$ cat src/rtl/piso_pkg.sv
package piso_pkg;
  localparam int unsigned SYNC_DEPTH = 2;
  localparam int unsigned DATA_W     = 8;

  typedef enum logic [1:0] {
    OP_HOLD  = 2'd0,
    OP_CLEAR = 2'd1,
    OP_LOAD  = 2'd2,
    OP_SHIFT = 2'd3
  } shift_op_e;
endpackage

$ cat src/rtl/piso_rst_sync.sv
module piso_rst_sync #(
  parameter int unsigned STAGES = 2
) (
  input  logic clk,
  input  logic arst_n,
  output logic rst_n_o
);
  logic [STAGES-1:0] chain_q;
  logic [STAGES-1:0] chain_d;

  generate
    if (STAGES == 1) begin : g_one
      always_comb chain_d = 1'b1;
    end else begin : g_many
      always_comb chain_d = {chain_q[STAGES-2:0], 1'b1};
    end
  endgenerate

  always_ff @(posedge clk or negedge arst_n) begin
    if (!arst_n) chain_q <= '0;
    else         chain_q <= chain_d;
  end

  assign rst_n_o = chain_q[STAGES-1];
endmodule

$ cat src/rtl/piso_pin_sync.sv
module piso_pin_sync #(
  parameter int unsigned WIDTH  = 1,
  parameter int unsigned STAGES = 2
) (
  input  logic             clk,
  input  logic             rst_n,
  input  logic [WIDTH-1:0] din,
  output logic [WIDTH-1:0] dout
);
  logic [STAGES-1:0][WIDTH-1:0] chain_q;
  logic [STAGES-1:0][WIDTH-1:0] chain_d;

  generate
    if (STAGES == 1) begin : g_one
      always_comb chain_d = din;
    end else begin : g_many
      always_comb chain_d = {chain_q[STAGES-2:0], din};
    end
  endgenerate

  always_ff @(posedge clk or negedge rst_n) begin
    if (!rst_n) chain_q <= '0;
    else        chain_q <= chain_d;
  end

  assign dout = chain_q[STAGES-1];
endmodule

$ cat src/rtl/piso_edge.sv
module piso_edge (
  input  logic clk,
  input  logic rst_n,
  input  logic lvl,
  output logic rise
);
  logic prev_q;

  always_ff @(posedge clk or negedge rst_n) begin
    if (!rst_n) prev_q <= 1'b0;
    else        prev_q <= lvl;
  end

  assign rise = lvl & ~prev_q;

  // a detected edge is a single-cycle pulse
  a_r10_rise_single: assert property (@(posedge clk) disable iff (!rst_n)
    rise |=> !rise);
endmodule

$ cat src/rtl/piso_shift_core.sv
module piso_shift_core
  import piso_pkg::*;
#(
  parameter int unsigned WIDTH = 8
) (
  input  logic             clk,
  input  logic             rst_n,
  input  logic [WIDTH-1:0] par_i,
  input  logic             ser_i,
  input  logic             st_rise,
  input  logic             sh_lvl,
  input  logic             sh_rise,
  input  logic             load_n,
  input  logic             clear_n,
  output logic             ser_o
);
  localparam int unsigned MSB = WIDTH - 1;

  logic [WIDTH-1:0] store_q, store_d;
  logic [WIDTH-1:0] sh_q, sh_d;
  logic [WIDTH-1:0] load_src;
  logic             store_en;
  logic             sh_en;
  shift_op_e        op;

  // staging register
  always_comb begin
    store_en = st_rise;
    store_d  = par_i;
  end

  always_ff @(posedge clk or negedge rst_n) begin
    if (!rst_n)        store_q <= '0;
    else if (store_en) store_q <= store_d;
  end

  // operation select: clear > load (strobe low only) > shift > hold
  always_comb begin
    if (!clear_n)                op = OP_CLEAR;
    else if (!load_n && !sh_lvl) op = OP_LOAD;
    else if (load_n && sh_rise)  op = OP_SHIFT;
    else                         op = OP_HOLD;
  end

  // a same-cycle staging capture flows straight through
  always_comb load_src = st_rise ? par_i : store_q;

  always_comb begin
    sh_en = 1'b1;
    sh_d  = sh_q;
    unique case (op)
      OP_CLEAR: sh_d = '0;
      OP_LOAD:  sh_d = load_src;
      OP_SHIFT: sh_d = {sh_q[MSB-1:0], ser_i};
      default:  sh_en = 1'b0;
    endcase
  end

  always_ff @(posedge clk or negedge rst_n) begin
    if (!rst_n)     sh_q <= '0;
    else if (sh_en) sh_q <= sh_d;
  end

  assign ser_o = sh_q[MSB];

  a_r1_store_capture: assert property (@(posedge clk) disable iff (!rst_n)
    st_rise |=> store_q == $past(par_i));

  a_r2_clear_wins: assert property (@(posedge clk) disable iff (!rst_n)
    !clear_n |=> sh_q == '0);

  a_r3_load_copy: assert property (@(posedge clk) disable iff (!rst_n)
    (clear_n && !load_n && !sh_lvl && !st_rise) |=> sh_q == $past(store_q));

  a_r4_load_blocked: assert property (@(posedge clk) disable iff (!rst_n)
    (clear_n && sh_lvl && !sh_rise) |=> $stable(sh_q));

  a_r5_shift_step: assert property (@(posedge clk) disable iff (!rst_n)
    (clear_n && load_n && sh_rise) |=>
      sh_q == {$past(sh_q[MSB-1:0]), $past(ser_i)});

  a_r7_pass_through: assert property (@(posedge clk) disable iff (!rst_n)
    (clear_n && !load_n && !sh_lvl && st_rise) |=> sh_q == $past(par_i));

  a_r9_hold: assert property (@(posedge clk) disable iff (!rst_n)
    (clear_n && load_n && !sh_rise) |=> $stable(sh_q));
endmodule

$ cat src/rtl/buffered_piso.sv
module buffered_piso #(
  parameter int unsigned WIDTH       = piso_pkg::DATA_W,
  parameter int unsigned SYNC_STAGES = piso_pkg::SYNC_DEPTH
) (
  input  logic             clk,
  input  logic             rst_n,
  input  logic             shift_strb,
  input  logic             stage_strb,
  input  logic             load_n,
  input  logic             clear_n,
  input  logic             ser_in,
  input  logic [WIDTH-1:0] par_in,
  output logic             ser_out
);
  localparam int unsigned BUS_W = WIDTH + 5;

  logic             srst_n;
  logic [BUS_W-1:0] pins_raw, pins_s;
  logic             sh_s, st_s, ld_s, clr_s, ser_s;
  logic [WIDTH-1:0] par_s;
  logic             sh_rise, st_rise;

  piso_rst_sync #(.STAGES(SYNC_STAGES)) u_rst (
    .clk(clk), .arst_n(rst_n), .rst_n_o(srst_n));

  // all pins share one synchronizer so they stay aligned
  assign pins_raw = {par_in, ser_in, clear_n, load_n, stage_strb, shift_strb};

  piso_pin_sync #(.WIDTH(BUS_W), .STAGES(SYNC_STAGES)) u_sync (
    .clk(clk), .rst_n(srst_n), .din(pins_raw), .dout(pins_s));

  assign {par_s, ser_s, clr_s, ld_s, st_s, sh_s} = pins_s;

  piso_edge u_sh_edge (.clk(clk), .rst_n(srst_n), .lvl(sh_s), .rise(sh_rise));
  piso_edge u_st_edge (.clk(clk), .rst_n(srst_n), .lvl(st_s), .rise(st_rise));

  piso_shift_core #(.WIDTH(WIDTH)) u_core (
    .clk(clk), .rst_n(srst_n), .par_i(par_s), .ser_i(ser_s),
    .st_rise(st_rise), .sh_lvl(sh_s), .sh_rise(sh_rise),
    .load_n(ld_s), .clear_n(clr_s), .ser_o(ser_out));
endmodule

$ cat config.mk
export PLATFORM = sky130hd
export DESIGN_NAME = buffered_piso
export DESIGN_NICKNAME = d
export VERILOG_FILES = /design/src/rtl/piso_pkg.sv /design/src/rtl/piso_rst_sync.sv /design/src/rtl/piso_pin_sync.sv /design/src/rtl/piso_edge.sv /design/src/rtl/piso_shift_core.sv /design/src/rtl/buffered_piso.sv
export SDC_FILE = /design/constraint.sdc
export NUM_CORES = 1
export LEC_CHECK = 0
export BUFFER_PORTS_ARGS = -buffer_cell sky130_fd_sc_hd__clkbuf_2
export CORE_AREA = 2 2 55 57
export DETAILED_ROUTE_END_ITERATION = 12
export DIE_AREA = 0 0 57 59
export HOLD_SLACK_MARGIN = 0.12
export PLACE_DENSITY = 0.85
export SLEW_MARGIN = 0
export SYNTH_ARGS = -nofsm -noshare
export SYNTH_HDL_FRONTEND = slang
export SYNTH_SLANG_ARGS = --single-unit
export TNS_END_PERCENT = 1
$ cat constraint.sdc
create_clock -name clk -period 1.86 [get_ports clk]
set_clock_uncertainty 0.1 [all_clocks]
set_input_delay 0 -clock clk [delete_from_list [all_inputs] [get_ports clk]]
set_output_delay 0 -clock clk [all_outputs]
set_load 0.01 [all_outputs]
==> results.md, run 1 <==
* Yosys cell types at 12
* DR DRC count at 0
* Peak VDD IR at 0.826 mV
* Max Root-Sink Buffers at 2
* CTS tree: done
* Worst path cell trace: nor2_1 -> nand3b_1 -> o221ai_1
* CTS HTree Levels at 2
* Synthesized Nets at 110
* Placer Congestion at 0.799
* HP Class: register to async pin
* Register area at 1150 sq um
* Filler cells at 196
* CTS Root Cell: clkbuf_4
* CP Data Arrival Time at 1.42 ns
* CP Class: register to register
* Setup violators final at 0
* Setup TNS at 0 ns
* Worst EP required at 1.97 ns
* Leakage at 0.886 nW
* Number of max-cap violations at 0
* Critical Path Fanout Max at 8
* Yosys warning count at 0
* Core area at 2710 sq um
* CP Capture Type: register
* Dpl ws at 0.553 ns
* Post-synthesis cell area at 1460 sq um
* Finished Core Util at 65.9%
* Multi-input logic area at 230 sq um
* #FFs+latches synth at 46
* Tot Pwr at 0.00169 W
* CTS Sinks at 46
* Total grt overflow at 0
* Setup slack after layout at 0.544 ns
* Num CTS Buffers at 5
* Ranking of synthesized cells by area: dfrtp_1 79%, mux2i_1 5.5%, o221ai_1 4.8%
* Final period utilization at 70.7%
* Resize count post-CTS at 0
* Die area at 3360 sq um
* Drt pass-1 iters at 4
* Worst Tran Pin Value at 0.582 ns
* DR vias/cell at 4.90
* Unrepaired setup endpoints after global routing: false
* Initial drt markers at 5
* Mapped Cells at 95
* Final hold vios at 0
* Cell row count at 19
* Final net count at 146
* Vias in the first global route at 905
* PwrDens at 947 nW/um^2
* Startpoint types: register
* Pins Over Slew Limit at 0
* Die H at 59 um
* Total setup buffers inserted after CTS at 0
* R2R depth at 3
* Area leader, netlist: dfrtp_1
* Post-synthesis sequential area ratio at 79.0%
* Area growth syn-to-layout at 22.5%
* Outcome: complete, no violations
* Wire per inst at 13.0 um
* Antenna-violating nets left at 0
* Largest net degree at the start of global routing at 32
* Slew headroom at 61.2%
* Gr usage total at 16.0%
* Worst path slowest cell: dfrtp_1
* Max Clk Rate at 0.760 GHz
* Post-CTS Hold Buffers at 15
* Detailed-route via count at 799
* Total wire length at 2.13 mm
* Min cycle time layout at 1.32 ns
* Mean Syn Cell Area at 15.3 sq um
* I/O pin total at 16
* Clock insertion delay at the later pin of the skew report at 0.34 ns
* Max incr delay on CP at 0.43 ns
* Post-DP HPWL at 1.48 mm
* Chip Width at 57 um
* CTS clock-pin slew for the worst setup and hold paths at 0.12 ns
* Initial core utilization at 53.8%
* Initial antenna violation count at 0
* Ratio of cells with drive above 1 in the final layout at 18.2%
* Global-route wire length before repair at 3.85 mm
* I/O Buffers at 15
* Top-area cell type share of the netlist area at 79.0%
* Diode count at 0
==> synthesized netlist by cell type <==
master,number
and4b_1,1
buf_6,1
clkbuf_2,1
conb_1,1
dfrtp_1,46
inv_1,16
mux2i_1,8
nand2_1,9
nand2b_4,1
nand3b_1,2
nor2_1,1
o221ai_1,8
==> through the flow <==
| step | area [sq um] | hold slack [ns] | cells |
|---|---|---|---|
| after global placement | 1580 | -0.314 | 140 |
| after detailed placement | 1580 | -0.312 | 140 |
| after floorplan | 1460 | -0.396 | 95 |
| after CTS | 1790 | 0.155 | 163 |
| final | 1790 | 0.135 | 163 |
| after global routing | 1790 | 0.170 | 163 |
==> report_power, final <==
group	total (W)	internal, W	switching [W]
registers	0.00110	0.00107	0.0000316
clock network	0.000464	0.000184	0.000281
logic	0.000126	0.0000640	0.0000622
==> placed cells by master (no fill, tap or decap), types with 2 or more instances in the layout <==
cell type / count
dfrtp_1: 46
inv_1: 16
dlygate4sd3_1: 15
clkbuf_2: 15
nand2_1: 9
mux2i_1: 8
o221ai_1: 8
clkbuf_4: 5
nand3b_1: 2
==> final timing paths <==
kind	start	to	slack, ns
max in group asynchronous	u_rst.chain_q[1]$_DFF_PN0_	u_core.store_q[2]$_DFF_PN0_	0.97
worst max-delay path	u_sync.dout[0]$_DFF_PN0_	u_core.sh_q[1]$_DFFE_PN0P_	0.54
worst max register to register	u_sync.dout[0]$_DFF_PN0_	u_core.sh_q[1]$_DFFE_PN0P_	0.54
min in group clk	clear_n	u_sync.chain_d[16]$_DFF_PN0_	0.20
worst min-delay path	u_rst.chain_q[1]$_DFF_PN0_	u_sh_edge.prev_q$_DFF_PN0_	0.14
worst min register to register	u_rst.chain_q[1]$_DFF_PN0_	u_sh_edge.prev_q$_DFF_PN0_	0.14
==> per-layer routing <==
metal  up-vias  wire length (um)  global-route usage, %
li1        376                 -                      -
met4         0                30                   7.31
met3         3                96                   5.02
met5         -                 0                      0
met1       400               798                   17.1
met2        20              1200                   28.9
==> sequential cells by signal (all words and copies together) (netlist names) <==
name              flops
u_core.store_q        8
u_core.sh_q           8
u_st_edge.prev_q      1
u_sync.dout          13
u_sh_edge.prev_q      1
u_sync.chain_d       13
u_rst.chain_q         2
==> area by class of cell <==
type | instances | share of cell area [%]
Inverter | 16 | 3.36
Sequential cell | 46 | 64.5
Tap cell | 31 | 2.17
Multi-Input combinational cell | 31 | 12.9
Clock inverter | 1 | 0.280
Clock buffer | 7 | 3.08
Timing Repair Buffer | 31 | 13.7
==> cell families (layout without fill, tap and decap cells) <==
logic type	count (synthesis)	after routing	share of synthesized area [%]
buf+inv	18	55	5.24
mux	8	8	5.49
other cells	1	1	0.257
compound gates	8	8	4.81
flops	46	46	79.0
simple gates	14	14	5.24
==> critical path, delay by kind of cell, from the launching register on <==
family	cells	cell delay, ns
flops	1	0.43
simple gates	2	0.45
compound gates	1	0.20
Power figures use the tool's default switching activity.
==> run 2, diff against run 1 <==
==> constraint.sdc (replaced) <==
create_clock -name clk -period 1.35 [get_ports clk]
set_clock_uncertainty 0.1 [all_clocks]
set_input_delay 0 -clock clk [delete_from_list [all_inputs] [get_ports clk]]
set_output_delay 0 -clock clk [all_outputs]
set_load 0.01 [all_outputs]
==> results.md, run 2 (synthesis gave the netlist of run 1 again) <==
* Setup violators final at 0
* Detailed-route via count at 818
* Largest net degree at the start of global routing at 41
* Cell row count at 19
* Setup slack after layout at 0.0977 ns
* Filler cells at 203
* I/O Buffers at 15
* Top sig layer: met4
* CTS HTree Levels at 2
* Initial drt markers at 7
* Total wire length at 2.15 mm
* Initial core utilization at 53.8%
* Die area at 3360 sq um
* Peak VDD IR at 1.10 mV
* I/O pin total at 16
* Leakage at 0.891 nW
* Min cycle time layout at 1.25 ns
* CTS clock-pin slew for the worst setup and hold paths at 0.12 ns
* CTS Root Cell: clkbuf_4
* HP Class: register to async pin
* Max incr delay on CP at 0.43 ns
* DR DRC count at 0
* CP Data Arrival Time at 1.38 ns
* Area growth syn-to-layout at 24.5%
* Worst path slowest cell: dfrtp_1
* Total grt overflow at 0
* CTS Sinks at 46
* Final period utilization at 92.8%
* Max Root-Sink Buffers at 2
* Drt pass-1 iters at 4
* Pins Over Slew Limit at 0
* Vias in the first global route at 891
* Met3 WL at 113 um
* Max Clk Rate at 0.799 GHz
* Startpoint types: register
* Final hold vios at 0
* Antenna-violating nets left at 0
* Ratio of cells with drive above 1 in the final layout at 20.9%
* Initial antenna violation count at 0
* Critical Path Fanout Max at 8
* CTS tree: done
* Worst path cell trace: nand2b_4 -> mux2i_1 -> o221ai_1
* Most common cell after layout, fill and taps aside: dfrtp_1
* Post-DP HPWL at 1.37 mm
* Setup TNS at 0 ns
* Core area at 2710 sq um
* Met2 wire len at 1.10 mm
* Final net count at 148
* Chip Width at 57 um
* CP Class: register to register
* Num CTS Buffers at 5
* CP Capture Type: register
* Dpl ws at 0.0776 ns
* Number of max-cap violations at 0
* Most frequent cells in the layout: 45 x dfrtp_1, 16 x inv_1, 16 x dlygate4sd3_1, 15 x clkbuf_2, 9 x nand2_1
* Global-route wire length before repair at 3.85 mm
* Die H at 59 um
* PwrDens at 1300 nW/um^2
* Unrepaired setup endpoints after global routing: false
* Placer Congestion at 0.784
* Diode count at 0
* Wire per inst at 13.0 um
* DR vias/cell at 4.96
* Hold WS at 0.148 ns
* M1 WL at 905 um
* Clock insertion delay at the later pin of the skew report at 0.36 ns
* Gr usage total at 15.8%
* Outcome: complete, no violations
* Worst EP required at 1.48 ns
-- run 2: changes by cell type in the layout (fill, tap and decap cells not counted) --
cell	delta
mux2i_2	+1
dfrtp_1	-1
buf_4	+1
o221ai_2	+1
dfrtp_2	+1
mux2i_1	-1
o221ai_1	-1
dlygate4sd3_1	+1
-- run 2: what timing repair did --
item / 4_1_cts / 5_1_grt
gates resized for setup: 0 / 2
hold buffers: 16 / 0
setup buffers: 0 / 1
hold endpoints to repair: 19 / 0
endpoints found under the setup margin: 0 / 8
-- run 2: metal layers --
metal / GRT usage [%] / vias up
met5: 0 / -
met4: 6.64 / 0
met3: 6.77 / 4
met2: 26.4 / 23
met1: 17.9 / 409
li1: - / 382
-- run 2: final timing paths --
| kind | from | to | slack [ns] | cells after the start |
|---|---|---|---|---|
| min in group clk | par_in[1] | u_sync.chain_d[19]$_DFF_PN0_ | 0.18 | 2 |
| max | u_sync.dout[1]$_DFF_PN0_ | u_core.sh_q[3]$_DFFE_PN0P_ | 0.1 | 3 |
| max reg2reg | u_sync.dout[1]$_DFF_PN0_ | u_core.sh_q[3]$_DFFE_PN0P_ | 0.1 | 3 |
| max in group asynchronous | u_rst.chain_q[1]$_DFF_PN0_ | u_sync.dout[9]$_DFF_PN0_ | 0.40 | 1 |
| min | u_rst.chain_q[1]$_DFF_PN0_ | u_core.sh_q[0]$_DFFE_PN0P_ | 0.15 | 1 |
| min reg2reg | u_rst.chain_q[1]$_DFF_PN0_ | u_core.sh_q[0]$_DFFE_PN0P_ | 0.15 | 1 |
-- run 2: report_power, final --
part	internal [W]	switching (W)	leakage (nW)
sequential	0.00147	0.0000377	0.551
combinational	0.0000958	0.0000938	0.305
clock	0.000253	0.000399	0.0353
total	0.00182	0.000531	0.891
-- run 2: area by class of cell --
class	instances	area (sq um)	area share (%)
Clock inverter	1	5.00	0.276
Multi-Input combinational cell	31	240	13.2
Timing Repair Buffer	33	263	14.5
Inverter	16	60.1	3.31
Tap cell	31	38.8	2.14
Sequential cell	46	1150	63.5
Clock buffer	7	55.1	3.03
-- run 2: worst max-delay path, delay by kind of cell, from the launching register on --
family / cells / cell delay [ns]
flops: 1 / 0.43
mux: 1 / 0.27
simple gates: 1 / 0.17
compound gates: 1 / 0.16
-- run 2: stage by stage --
step	util, %	cell area [sq um]	instances	total power, W
3_3_place_gp	58.2	1580	140	0.00167
6_report	66.9	1810	165	0.00235
5_1_grt	66.9	1810	165	0.00247
3_5_place_dp	58.2	1580	140	0.00169
2_1_floorplan	-	1460	95	0.00162
4_1_cts	66.3	1800	164	0.00237
